===== config.mk =====
export PLATFORM = sky130hd
export DESIGN_NAME = fetch_cap_tuner
export DESIGN_NICKNAME = d
export VERILOG_FILES = /design/src/rtl/fetch_cap_pkg.sv /design/src/rtl/inflight_counter.sv /design/src/rtl/interval_meter.sv /design/src/rtl/ipc_compare.sv /design/src/rtl/limit_tuner.sv /design/src/rtl/fetch_cap_tuner.sv
export SDC_FILE = /design/constraint.sdc
export NUM_CORES = 2
export LEC_CHECK = 0
export ABC_AREA = 1
export BUFFER_PORTS_ARGS = -buffer_cell sky130_fd_sc_hd__buf_4
export CAP_MARGIN = 0
export CORE_MARGIN = 4
export CORE_UTILIZATION = 41
export CTS_CLUSTER_DIAMETER = 150
export DETAILED_ROUTE_END_ITERATION = 10
export HOLD_SLACK_MARGIN = 0.15
export PLACE_DENSITY = 0.57
export SYNTH_ARGS = -nofsm -noshare
export SYNTH_HDL_FRONTEND = slang
export SYNTH_HIERARCHICAL = 1
export SYNTH_SLANG_ARGS = --single-unit

===== constraint.sdc =====
create_clock -name clk -period 21.5 [get_ports clk]
set_input_delay 2.15 -clock clk [delete_from_list [all_inputs] [get_ports clk]]
set_output_delay 2.15 -clock clk [all_outputs]
set_load 0.005 [all_outputs]

===== src/rtl/fetch_cap_pkg.sv =====
package fetch_cap_pkg;
  // tuning phase of the cap search
  typedef enum logic [1:0] {
    PH_REF    = 2'd0,  // reference interval, cap at window size
    PH_SEARCH = 2'd1,  // stepping the cap upward
    PH_HOLD   = 2'd2   // cap frozen, watching for drift
  } phase_e;

  localparam int FRAC_W = 8;
  localparam int FRAC_ONE = 1 << FRAC_W;
endpackage


===== src/rtl/inflight_counter.sv =====
module inflight_counter #(
  parameter int FETCH_W  = 4,
  parameter int COMMIT_W = 4,
  parameter int CNT_W    = 9
) (
  input  logic                clk,
  input  logic                rst,
  input  logic [FETCH_W-1:0]  fetch_i,
  input  logic [COMMIT_W-1:0] commit_i,
  output logic [CNT_W-1:0]    cnt_d,
  output logic [CNT_W-1:0]    cnt_q
);
  localparam int SUM_W = CNT_W + 1;
  localparam logic [SUM_W-1:0] CNT_MAX = SUM_W'((1 << CNT_W) - 1);

  logic [SUM_W-1:0] grown;
  logic [SUM_W-1:0] drain;

  always_comb begin
    grown = SUM_W'(cnt_q) + SUM_W'(fetch_i);
    drain = SUM_W'(commit_i);
    if (drain > grown)
      cnt_d = '0;
    else if ((grown - drain) > CNT_MAX)
      cnt_d = CNT_MAX[CNT_W-1:0];
    else
      cnt_d = CNT_W'(grown - drain);
  end

  always_ff @(posedge clk) begin
    if (rst) cnt_q <= '0;
    else     cnt_q <= cnt_d;
  end
endmodule


===== src/rtl/interval_meter.sv =====
module interval_meter #(
  parameter int INTERVAL = 100000,
  parameter int COMMIT_W = 4,
  parameter int CW       = 18,
  parameter int YW       = 24
) (
  input  logic                clk,
  input  logic                rst,
  input  logic [COMMIT_W-1:0] commit_i,
  output logic                done_o,
  output logic [CW-1:0]       meas_c_o,
  output logic [YW-1:0]       meas_y_o
);
  logic [CW-1:0] acc_q;
  logic [YW-1:0] cyc_q;
  logic [CW-1:0] acc_n;
  logic [YW-1:0] cyc_n;

  always_comb begin
    acc_n    = acc_q + CW'(commit_i);
    cyc_n    = (cyc_q == '1) ? cyc_q : cyc_q + YW'(1);
    done_o   = (acc_n >= CW'(INTERVAL));
    meas_c_o = acc_n;
    meas_y_o = cyc_n;
  end

  always_ff @(posedge clk) begin
    if (rst || done_o) begin
      acc_q <= '0;
      cyc_q <= '0;
    end else begin
      acc_q <= acc_n;
      cyc_q <= cyc_n;
    end
  end
endmodule


===== src/rtl/ipc_compare.sv =====
module ipc_compare
  import fetch_cap_pkg::*;
#(
  parameter int CW = 18,
  parameter int YW = 24
) (
  input  logic [CW-1:0]     c_m,
  input  logic [YW-1:0]     y_m,
  input  logic [CW-1:0]     c_b,
  input  logic [YW-1:0]     y_b,
  input  logic [FRAC_W-1:0] frac,
  output logic              at_least_low,
  output logic              above_high
);
  localparam int PW = CW + YW + FRAC_W + 2;

  logic [PW-1:0] meas_side;
  logic [PW-1:0] base_side;
  logic [PW-1:0] low_bound;
  logic [PW-1:0] high_bound;

  always_comb begin
    meas_side  = (PW'(c_m) * PW'(y_b)) << FRAC_W;
    base_side  = PW'(c_b) * PW'(y_m);
    low_bound  = base_side * (PW'(FRAC_ONE) - PW'(frac));
    high_bound = base_side * (PW'(FRAC_ONE) + PW'(frac));
    at_least_low = (meas_side >= low_bound);
    above_high   = (meas_side > high_bound);
  end
endmodule


===== src/rtl/limit_tuner.sv =====
module limit_tuner
  import fetch_cap_pkg::*;
#(
  parameter int WINDOW     = 128,
  parameter int INIT_LIMIT = 32,
  parameter int STEP       = 16,
  parameter int LIM_W      = 8,
  parameter int CW         = 18,
  parameter int YW         = 24
) (
  input  logic              clk,
  input  logic              rst,
  input  logic              done_i,
  input  logic [CW-1:0]     meas_c_i,
  input  logic [YW-1:0]     meas_y_i,
  input  logic              pass_low_i,
  input  logic              over_high_i,
  output logic [CW-1:0]     base_c_o,
  output logic [YW-1:0]     base_y_o,
  output logic              holding_o,
  output logic [LIM_W-1:0]  limit_d,
  output logic [LIM_W-1:0]  limit_q
);
  localparam logic [LIM_W:0] WIN_X = (LIM_W+1)'(WINDOW);

  phase_e        phase_q, phase_d;
  logic [CW-1:0] base_c_q, base_c_d;
  logic [YW-1:0] base_y_q, base_y_d;
  logic [LIM_W:0] raised;

  always_comb begin
    phase_d  = phase_q;
    limit_d  = limit_q;
    base_c_d = base_c_q;
    base_y_d = base_y_q;
    raised   = (LIM_W+1)'(limit_q) + (LIM_W+1)'(STEP);
    if (raised > WIN_X) raised = WIN_X;
    if (done_i) begin
      unique case (phase_q)
        PH_REF: begin
          phase_d  = PH_SEARCH;
          limit_d  = LIM_W'(INIT_LIMIT);
          base_c_d = meas_c_i;
          base_y_d = meas_y_i;
        end
        PH_SEARCH: begin
          if (pass_low_i || ((LIM_W+1)'(limit_q) >= WIN_X)) begin
            phase_d  = PH_HOLD;
            base_c_d = meas_c_i;
            base_y_d = meas_y_i;
          end else begin
            limit_d = LIM_W'(raised);
          end
        end
        default: begin
          if (!pass_low_i || over_high_i) begin
            phase_d = PH_REF;
            limit_d = LIM_W'(WINDOW);
          end
        end
      endcase
    end
  end

  always_ff @(posedge clk) begin
    if (rst) begin
      phase_q  <= PH_REF;
      limit_q  <= LIM_W'(WINDOW);
      base_c_q <= '0;
      base_y_q <= '0;
    end else begin
      phase_q  <= phase_d;
      limit_q  <= limit_d;
      base_c_q <= base_c_d;
      base_y_q <= base_y_d;
    end
  end

  assign base_c_o  = base_c_q;
  assign base_y_o  = base_y_q;
  assign holding_o = (phase_q == PH_HOLD);
endmodule


===== src/rtl/fetch_cap_tuner.sv =====
module fetch_cap_tuner
  import fetch_cap_pkg::*;
#(
  parameter int FETCH_W    = 4,
  parameter int COMMIT_W   = 4,
  parameter int WINDOW     = 128,
  parameter int INIT_LIMIT = 32,
  parameter int STEP       = 16,
  parameter int INTERVAL   = 100000,
  parameter int YW         = 24,
  localparam int LIM_W     = $clog2(WINDOW + 1),
  localparam int CNT_W     = $clog2(WINDOW + (1 << FETCH_W)) + 1,
  localparam int CW        = $clog2(INTERVAL + (1 << COMMIT_W)) + 1
) (
  input  logic                clk,
  input  logic                rst,
  input  logic [FETCH_W-1:0]  fetch_cnt_i,
  input  logic [COMMIT_W-1:0] commit_cnt_i,
  input  logic [7:0]          tol_frac_i,
  input  logic [7:0]          noise_frac_i,
  output logic                fetch_stall_o,
  output logic [LIM_W-1:0]    limit_o
);
  logic [CNT_W-1:0] cnt_d, cnt_q;
  logic             iv_done;
  logic [CW-1:0]    meas_c, base_c;
  logic [YW-1:0]    meas_y, base_y;
  logic             holding, pass_low, over_high;
  logic [7:0]       sel_frac;
  logic [LIM_W-1:0] limit_d, limit_q;
  logic             stall_q;

  inflight_counter #(
    .FETCH_W(FETCH_W), .COMMIT_W(COMMIT_W), .CNT_W(CNT_W)
  ) u_count (
    .clk(clk), .rst(rst), .fetch_i(fetch_cnt_i), .commit_i(commit_cnt_i),
    .cnt_d(cnt_d), .cnt_q(cnt_q)
  );

  interval_meter #(
    .INTERVAL(INTERVAL), .COMMIT_W(COMMIT_W), .CW(CW), .YW(YW)
  ) u_meter (
    .clk(clk), .rst(rst), .commit_i(commit_cnt_i),
    .done_o(iv_done), .meas_c_o(meas_c), .meas_y_o(meas_y)
  );

  assign sel_frac = holding ? noise_frac_i : tol_frac_i;

  ipc_compare #(.CW(CW), .YW(YW)) u_cmp (
    .c_m(meas_c), .y_m(meas_y), .c_b(base_c), .y_b(base_y),
    .frac(sel_frac), .at_least_low(pass_low), .above_high(over_high)
  );

  limit_tuner #(
    .WINDOW(WINDOW), .INIT_LIMIT(INIT_LIMIT), .STEP(STEP),
    .LIM_W(LIM_W), .CW(CW), .YW(YW)
  ) u_tune (
    .clk(clk), .rst(rst), .done_i(iv_done),
    .meas_c_i(meas_c), .meas_y_i(meas_y),
    .pass_low_i(pass_low), .over_high_i(over_high),
    .base_c_o(base_c), .base_y_o(base_y), .holding_o(holding),
    .limit_d(limit_d), .limit_q(limit_q)
  );

  always_ff @(posedge clk) begin
    if (rst) stall_q <= 1'b0;
    else     stall_q <= ((CNT_W+1)'(cnt_d) > (CNT_W+1)'(limit_d));
  end

  assign fetch_stall_o = stall_q;
  assign limit_o       = limit_q;
endmodule


**Word level (Yosys, flattened, before mapping)**

Index checks and enable logic that the tools add are counted.
W data, S select, Z words.

- Output and inout port bits: 9
- Word-level logic and storage cells: 56
- Bits in registers: 104

- Multiply operators: 4
- Reductions and logical operators: 9
- Equality and inequality tests: 4
- Mux-type cells: 16
- $add $sub $neg: 7
- $lt $le $gt $ge: 8

Operator list:

| kind | count |
|---|---|
| $mul A42 B52 Y52 | 2 |
| $mul A18 B24 Y42 | 2 |
| $ge A50 B52 Y1 | 1 |
| $gt A50 B52 Y1 | 1 |
| $mux W24 | 2 |
| $pmux W24 S2 | 1 |
| $mux W8 | 5 |
| $pmux W18 S2 | 1 |
| $add A24 B1 Y24 const B | 1 |
| $eq A24 B24 Y1 const B | 1 |
| $add A18 B4 Y18 | 1 |
| $ge A18 B17 Y1 const B | 1 |
| $mux W18 | 1 |
| $mux W9 | 2 |
| $pmux W8 S2 | 1 |
| $add A9 B4 Y10 | 1 |
| $add A9 B8 Y10 const A | 1 |
| $gt A10 B9 Y1 const B | 1 |
| $gt A4 B10 Y1 | 1 |
| $sub A10 B4 Y10 | 1 |
| $sub A9 B8 Y10 const A | 1 |
| $add A8 B5 Y9 const B | 1 |
| $gt A9 B8 Y1 | 1 |
| $gt A9 B8 Y1 const B | 1 |
| other kinds (12) | 16 |

**Longest topological paths before layout**

- Depth after elaboration: 11
- Gate-level depth with buffers: 86

**By module**

Netlist, hierarchy kept.

Modules (own cells, without submodules):

| module | seq. area each (µm²) | area each (µm²) | times used | cells an instance |
|---|---|---|---|---|
| ipc_compare | 0.0 | 54989.0 | 1 | 7241 |
| interval_meter | 840.8 | 2652.5 | 1 | 412 |
| limit_tuner | 1041.0 | 2093.3 | 1 | 281 |
| inflight_counter | 180.2 | 970.9 | 1 | 156 |
| fetch_cap_tuner | 20.0 | 375.4 | 1 | 54 |

**Worst setup path after synthesis**

OpenSTA, ideal clock, no wires.

- Path kind: register to register
- From: reg u_meter.cyc_q[0]
- To: reg stall_q (netlist: fetch_stall_o)
- Path slack: 8.246 ns
- Buffers on the path: 2
- Data arrival time: 13.142 ns
- Setup time: 0.111 ns
- Required time: 21.389 ns
- Stages on the path, launching flop included: 80
- Period minus slack after synthesis: 13.254 ns
- Path through: dfxtp_1 -> ha_1 -> nand3_1 -> nor2_1 -> nand2_1 -> nor2_1 -> nand2_1 -> nand4_1 -> nor2_1 -> xor2_1 -> inv_1 -> clkbuf_1 -> clkbuf_1 -> nand2_1 -> fa_1 -> inv_1 -> fa_1 -> fa_1 -> (+44 left out) -> nand3_1 -> nor2_1 -> inv_2 -> o21ai_2 -> inv_1 -> nor2_4 -> o21ai_1 -> nand2_1 -> nand2_1 -> inv_1 -> inv_1 -> ha_1 -> nand2_2 -> inv_2 -> a21oi_1 -> nand2_1 -> nor2_1 -> nor2_1

- Cells in the longest elaborated chain, start to end: 11
- Elaborated cells between the ends (all ways): 16

RTL lines:

| item | line | source |
|---|---|---|
| start: declaration | interval_meter.sv:15 | `logic [YW-1:0] cyc_q;` |
| start signal: assignment | interval_meter.sv:33 | `cyc_q <= cyc_n;` |
| $add A24 B1 Y24 or $eq A24 B24 Y1 (tied branches) | interval_meter.sv:21 | `cyc_n = (cyc_q == '1) ? cyc_q : cyc_q + YW'(1);` |
| $mux W24 (*) | interval_meter.sv:21 |  |
| via meas_y[9] | fetch_cap_tuner.sv:27 | `logic [YW-1:0] meas_y, base_y;` |
| $mul A18 B24 Y42 (*) | ipc_compare.sv:24 | `base_side = PW'(c_b) * PW'(y_m);` |
| $mul A42 B52 Y52 (*) | ipc_compare.sv:25 | `low_bound = base_side * (PW'(FRAC_ONE) - PW'(frac));` |
| $ge A50 B52 Y1 (*) | ipc_compare.sv:27 | `at_least_low = (meas_side >= low_bound);` |
| via pass_low | fetch_cap_tuner.sv:28 | `logic holding, pass_low, over_high;` |
| $logic_not A1 Y1 | limit_tuner.sv:56 | `if (!pass_low_i \|\| over_high_i) begin` |
| $logic_or A1 B1 Y1 | limit_tuner.sv:56 |  |
| $mux W8 | limit_tuner.sv:56 |  |
| $pmux W8 S2 (*) | limit_tuner.sv:39 | `unique case (phase_q)` |
| $mux W8 (*) | limit_tuner.sv:38 | `if (done_i) begin` |
| via limit_d[6] | fetch_cap_tuner.sv:30 | `logic [LIM_W-1:0] limit_d, limit_q;` |
| $gt A9 B8 Y1 (*) | fetch_cap_tuner.sv:67 | `else stall_q <= ((CNT_W+1)'(cnt_d) > (CNT_W+1)'(limit_d));` |
| end signal: assignment | fetch_cap_tuner.sv:67 |  |
| end: declaration | fetch_cap_tuner.sv:31 | `logic stall_q;` |

Mark *: on every way through the listed nets, which the timed path passes. The rest lies on a longest branch.
A chain may end at the register's enable or synchronous reset.

**Worst setup path in the final report**

- From: reg u_meter.cyc_q[0]
- To: reg u_tune.base_y_q[17] (netlist: u_tune/base_y_o[17])

- Cells in the longest elaborated chain, start to end: 8
- Elaborated cells between the ends (all ways): 11

RTL lines:

| item | line | source |
|---|---|---|
| $add A24 B1 Y24 or $eq A24 B24 Y1 (tied branches) | interval_meter.sv:21 |  |
| $mux W24 (*) | interval_meter.sv:21 |  |
| via meas_y[11] | fetch_cap_tuner.sv:27 |  |
| $mul A18 B24 Y42 (*) | ipc_compare.sv:24 |  |
| $mul A42 B52 Y52 (*) | ipc_compare.sv:25 |  |
| $ge A50 B52 Y1 (*) | ipc_compare.sv:27 |  |
| via pass_low | fetch_cap_tuner.sv:28 |  |
| $logic_or A1 B1 Y1 (*) | limit_tuner.sv:47 | `if (pass_low_i \|\| ((LIM_W+1)'(limit_q) >= WIN_X)) begin` |
| $ne A2 B1 Y1 (no line) (*) | - |  |
| $reduce_and A3 Y1 (no line) (*) | - |  |
| end signal: assignment | limit_tuner.sv:75 | `base_y_q <= base_y_d;` |
| end: declaration | limit_tuner.sv:28 | `logic [YW-1:0] base_y_q, base_y_d;` |

Mark *: on every way through the listed nets, which the timed path passes. The rest lies on a longest branch. The select of a mux whose other input is x is not followed.

==> results.json <==
{
  "reg2reg_to": "u_tune/base_y_o[17]",
  "gp_congestion": 1.05,
  "synth-compound-area-share_pct": 5.80,
  "fp.dieH_um": 394,
  "r2r_start": "u_meter/cyc_q[0]",
  "worst_path_largest_cell_delay_ns": 0.80,
  "fin_area_mm2": 0.0637,
  "critPathBufInv": 13,
  "postCtsSetupRepairBufs": 0,
  "postSynthAreaPerCell_um2": 7.50,
  "hold_path_startpoint": "u_tune/limit_q[1]",
  "cts.sinks": 104,
  "pin_count": 35,
  "min_period_ns": 17.35,
  "synth_xor_area_share_pct": 2.60,
  "multiInputGateArea_mm2": 0.0502,
  "ant_nets": 0,
  "fin_setup_tns_ns": 0,
  "maxCapViolations": 0,
  "grt_max_degree": 44,
  "grt_pass1_vias": 54127,
  "worstMarginPinSlew_ns": 1.15,
  "syn_inst": 8144,
  "ys_ff_latch": 104,
  "r2r_slack_ns": 4.15,
  "synth_fa_ha_area_share_pct": 53.5,
  "irDropWorstVdd_mv": 0.0468,
  "top_layer_used": "met5",
  "grt_usage_pct": 25.7,
  "htreeDepth": 3,
  "drv_slew": 0,
  "die_w_um": 394,
  "start_util_pct": 41.3,
  "path_class": "flop to flop",
  "yosys_warnings": 6,
  "relSlewSlack_pct": 23.5,
  "cts_buffers": 9,
  "antenna_found_initial": 4,
  "post-dp-hpwl_um": 165000,
  "period_share_pct": 80.7,
  "cp.required_ns": 21.75,
  "fin_worst_skew_ns": 0.00968,
  "num_antenna_cells": 0,
  "drt_iter0_markers": 3853,
  "synthMuxAreaShare_pct": 0.147,
  "viasPerCell": 5.22,
  "yosysTopAreaCellShare_pct": 41.5,
  "synthFlopType": "dfxtp_1",
  "placed_cell_area_mm2": 0.0634,
  "cts_tree": "done",
  "fin_nets": 9883,
  "crit_family": "adder cells",
  "critPathLaunchType": "flop",
  "routed-wl-met3_um": 13000,
  "rr_worst_depth": 64,
  "post_cts_resized": 0,
  "first_pass_iters": 5,
  "area_growth_pct": 4.29,
  "p_leak_uw": 0.0354,
  "p_per_area_mw_per_mm2": 41.0,
  "fp-row-count": 141,
  "outcome": "finished clean",
  "root_buffer": "clkbuf_16",
  "async_reset_ff_share_pct": 0,
  "cp.arrival_ns": 17.60,
  "wirelength_um": 199000,
  "seq_area_mm2": 0.00208,
  "io_buffers": 34,
  "synthesis.area_mm2": 0.0611,
  "clk_pin_slew_ns": 0.08,
  "hold_depth": 2,
  "hold_viol": 0,
  "overflow": 0,
  "clk_latency_ns": 0.37,
  "rsz0062_at_grt": "false",
  "crit_slowest_cell": "xor2_2",
  "layout-drive-gt1-share_pct": 3.80,
  "synth.area.top_cells": "fa_1, inv_1, ha_1",
  "max_freq_mhz": 57.6,
  "end_kind": "flop",
  "core-area_mm2": 0.148,
  "synth_edf_count": 0,
  "via_count": 51827,
  "crit_top_cell": "fa_1",
  "cts_buffer_depth": 2,
  "met2_length_um": 90900,
  "num-fill-cells": 15304,
  "hp-class": "flop to flop",
  "grt_pass1_wl_um": 314000,
  "route.detailed.drc": 0,
  "yosysTopAreaCell": "fa_1",
  "cts-hold-fix-buffers": 0,
  "synth_seq_area_share_pct": 3.41,
  "wl_met1_um": 89000,
  "syn_nets": 10024,
  "wl_per_cell_um": 20.0,
  "die_area_mm2": 0.155,
  "crit_fanout": 43,
  "min_to": "u_tune/limit_q[1]",
  "synth_top_family_by_area": "adder cells",
  "synth_simple_gate_area_share_pct": 19.9,
  "setup_viol": 0,
  "synth_cell_types": 59
}
-- layer usage --
metal / vias up / track usage [%]
li1: 23559 / -
met1: 26265 / 36.5
met2: 1736 / 41.7
met3: 261 / 3.05
met4: 6 / 6.54
met5: - / 0
-- per-stage QoR --
| stage | power (µW) | utilization (%) | hold WS, ns | instances | setup slack [ns] |
|---|---|---|---|---|---|
| global placement | 2410 | 42.9 | 0.494 | 9922 | 4.38 |
| finish | 2610 | 43.1 | 0.498 | 9938 | 4.15 |
| detailed placement | 2420 | 42.9 | 0.483 | 9922 | 4.42 |
| floorplan | 1710 | - | 0.468 | 8144 | 8.25 |
| CTS | 2610 | 43.1 | 0.495 | 9938 | 4.35 |
| global route | 2890 | 43.1 | 0.536 | 9938 | 3.23 |
-- layout by cell type (no fill, tap or decap), drive strengths merged --
| cell type | count |
|---|---|
| a211oi | 10 |
| a21boi | 8 |
| a21o | 17 |
| a21oi | 269 |
| a221oi | 1 |
| a22oi | 1 |
| a31oi | 35 |
| and2 | 2 |
| buf | 125 |
| clkbuf | 9 |
| clkinv | 8 |
| clkinvlp | 3 |
| conb | 1 |
| dfxtp | 104 |
| fa | 1265 |
| ha | 589 |
| inv | 2075 |
| mux2 | 8 |
| nand2 | 1846 |
| nand2b | 1 |
| nand3 | 203 |
| nand3b | 9 |
| nand4 | 40 |
| nor2 | 844 |
| nor3 | 55 |
| nor4 | 15 |
| nor4b | 1 |
| o2111ai | 3 |
| o211ai | 9 |
| o21a | 26 |
| o21ai | 212 |
| o21bai | 24 |
| o221a | 2 |
| o221ai | 4 |
| o311ai | 1 |
| or2 | 10 |
| xnor2 | 72 |
| xor2 | 101 |
-- flip-flops by register name, summed over array words and instances (netlist names) --
name and count:
fetch_stall_o 1, u_meter/acc_q 18, u_tune/base_c_o 18, u_count/cnt_q 9, u_tune/base_y_o 24, u_tune/phase_q 2, u_tune/limit_q 8, u_meter/cyc_q 24
-- cell type report --
| class | count | area share [%] |
|---|---|---|
| well taps | 1930 | 3.79 |
| inverters | 2079 | 12.3 |
| clock buffers | 9 | 0.354 |
| multi-input cells | 5684 | 78.8 |
| repair buffers | 125 | 1.47 |
| clock inverters | 7 | 0.0982 |
| flip-flops and latches | 104 | 3.27 |
-- how the worst max path moves through the flow --
stage | slack [ns] | startpoint | endpoint | depth (start not counted)
floorplan | 8.25 | u_meter/cyc_q[0] | fetch_stall_o | 79
global placement | 4.38 | u_meter/cyc_q[0] | u_tune/base_y_o[17] | 64
detailed placement | 4.42 | u_meter/cyc_q[0] | u_tune/base_y_o[17] | 62
CTS | 4.35 | u_meter/cyc_q[0] | u_tune/base_y_o[17] | 62
global route | 3.23 | u_meter/cyc_q[0] | u_tune/base_y_o[17] | 64
finish | 4.15 | u_meter/cyc_q[0] | u_tune/base_y_o[17] | 64
-- worst register-to-register path: cells and delay by family, from the launching register on --
kind	cells	cell delay [ns]
fa+ha+maj	15	6.76
simple gates	29	5.44
buf+inv	13	2.46
compound gates	5	1.06
xor+xnor	2	1.01
flops	1	0.52
-- synth_stat cells, types with 10 or more instances --
cell,count
a21o_1,17
inv_1,2042
fa_1,1265
nor4_1,15
nand3_1,197
a211oi_1,10
nor2_1,815
a31oi_1,35
a21oi_1,259
buf_2,18
nand2_1,1815
nor3_1,53
nand4_1,40
xor2_1,98
dfxtp_1,104
buf_1,31
o21bai_1,21
o21a_1,26
xnor2_1,68
nand2_2,29
o21ai_0,199
clkbuf_1,215
nor2_2,24
inv_2,30
ha_1,589
-- logic make-up after synthesis --
kind of cell,count (synthesis)
DFF,104
AOI/OAI and AO/OA,622
buffers and inverters,2356
xor gates and xnor gates,173
adders and majority gates,1854
other,1
and+or+nand+nor,3026
muxes,8
-- power breakdown --
| group | internal, µW | switching, µW | total [µW] |
|---|---|---|---|
| sequential | 210 | 21.0 | 231 |
| clock | 81.1 | 86.3 | 167 |
| combinational | 721 | 1490 | 2220 |
Note: power is estimated with default switching activity, not from simulation.
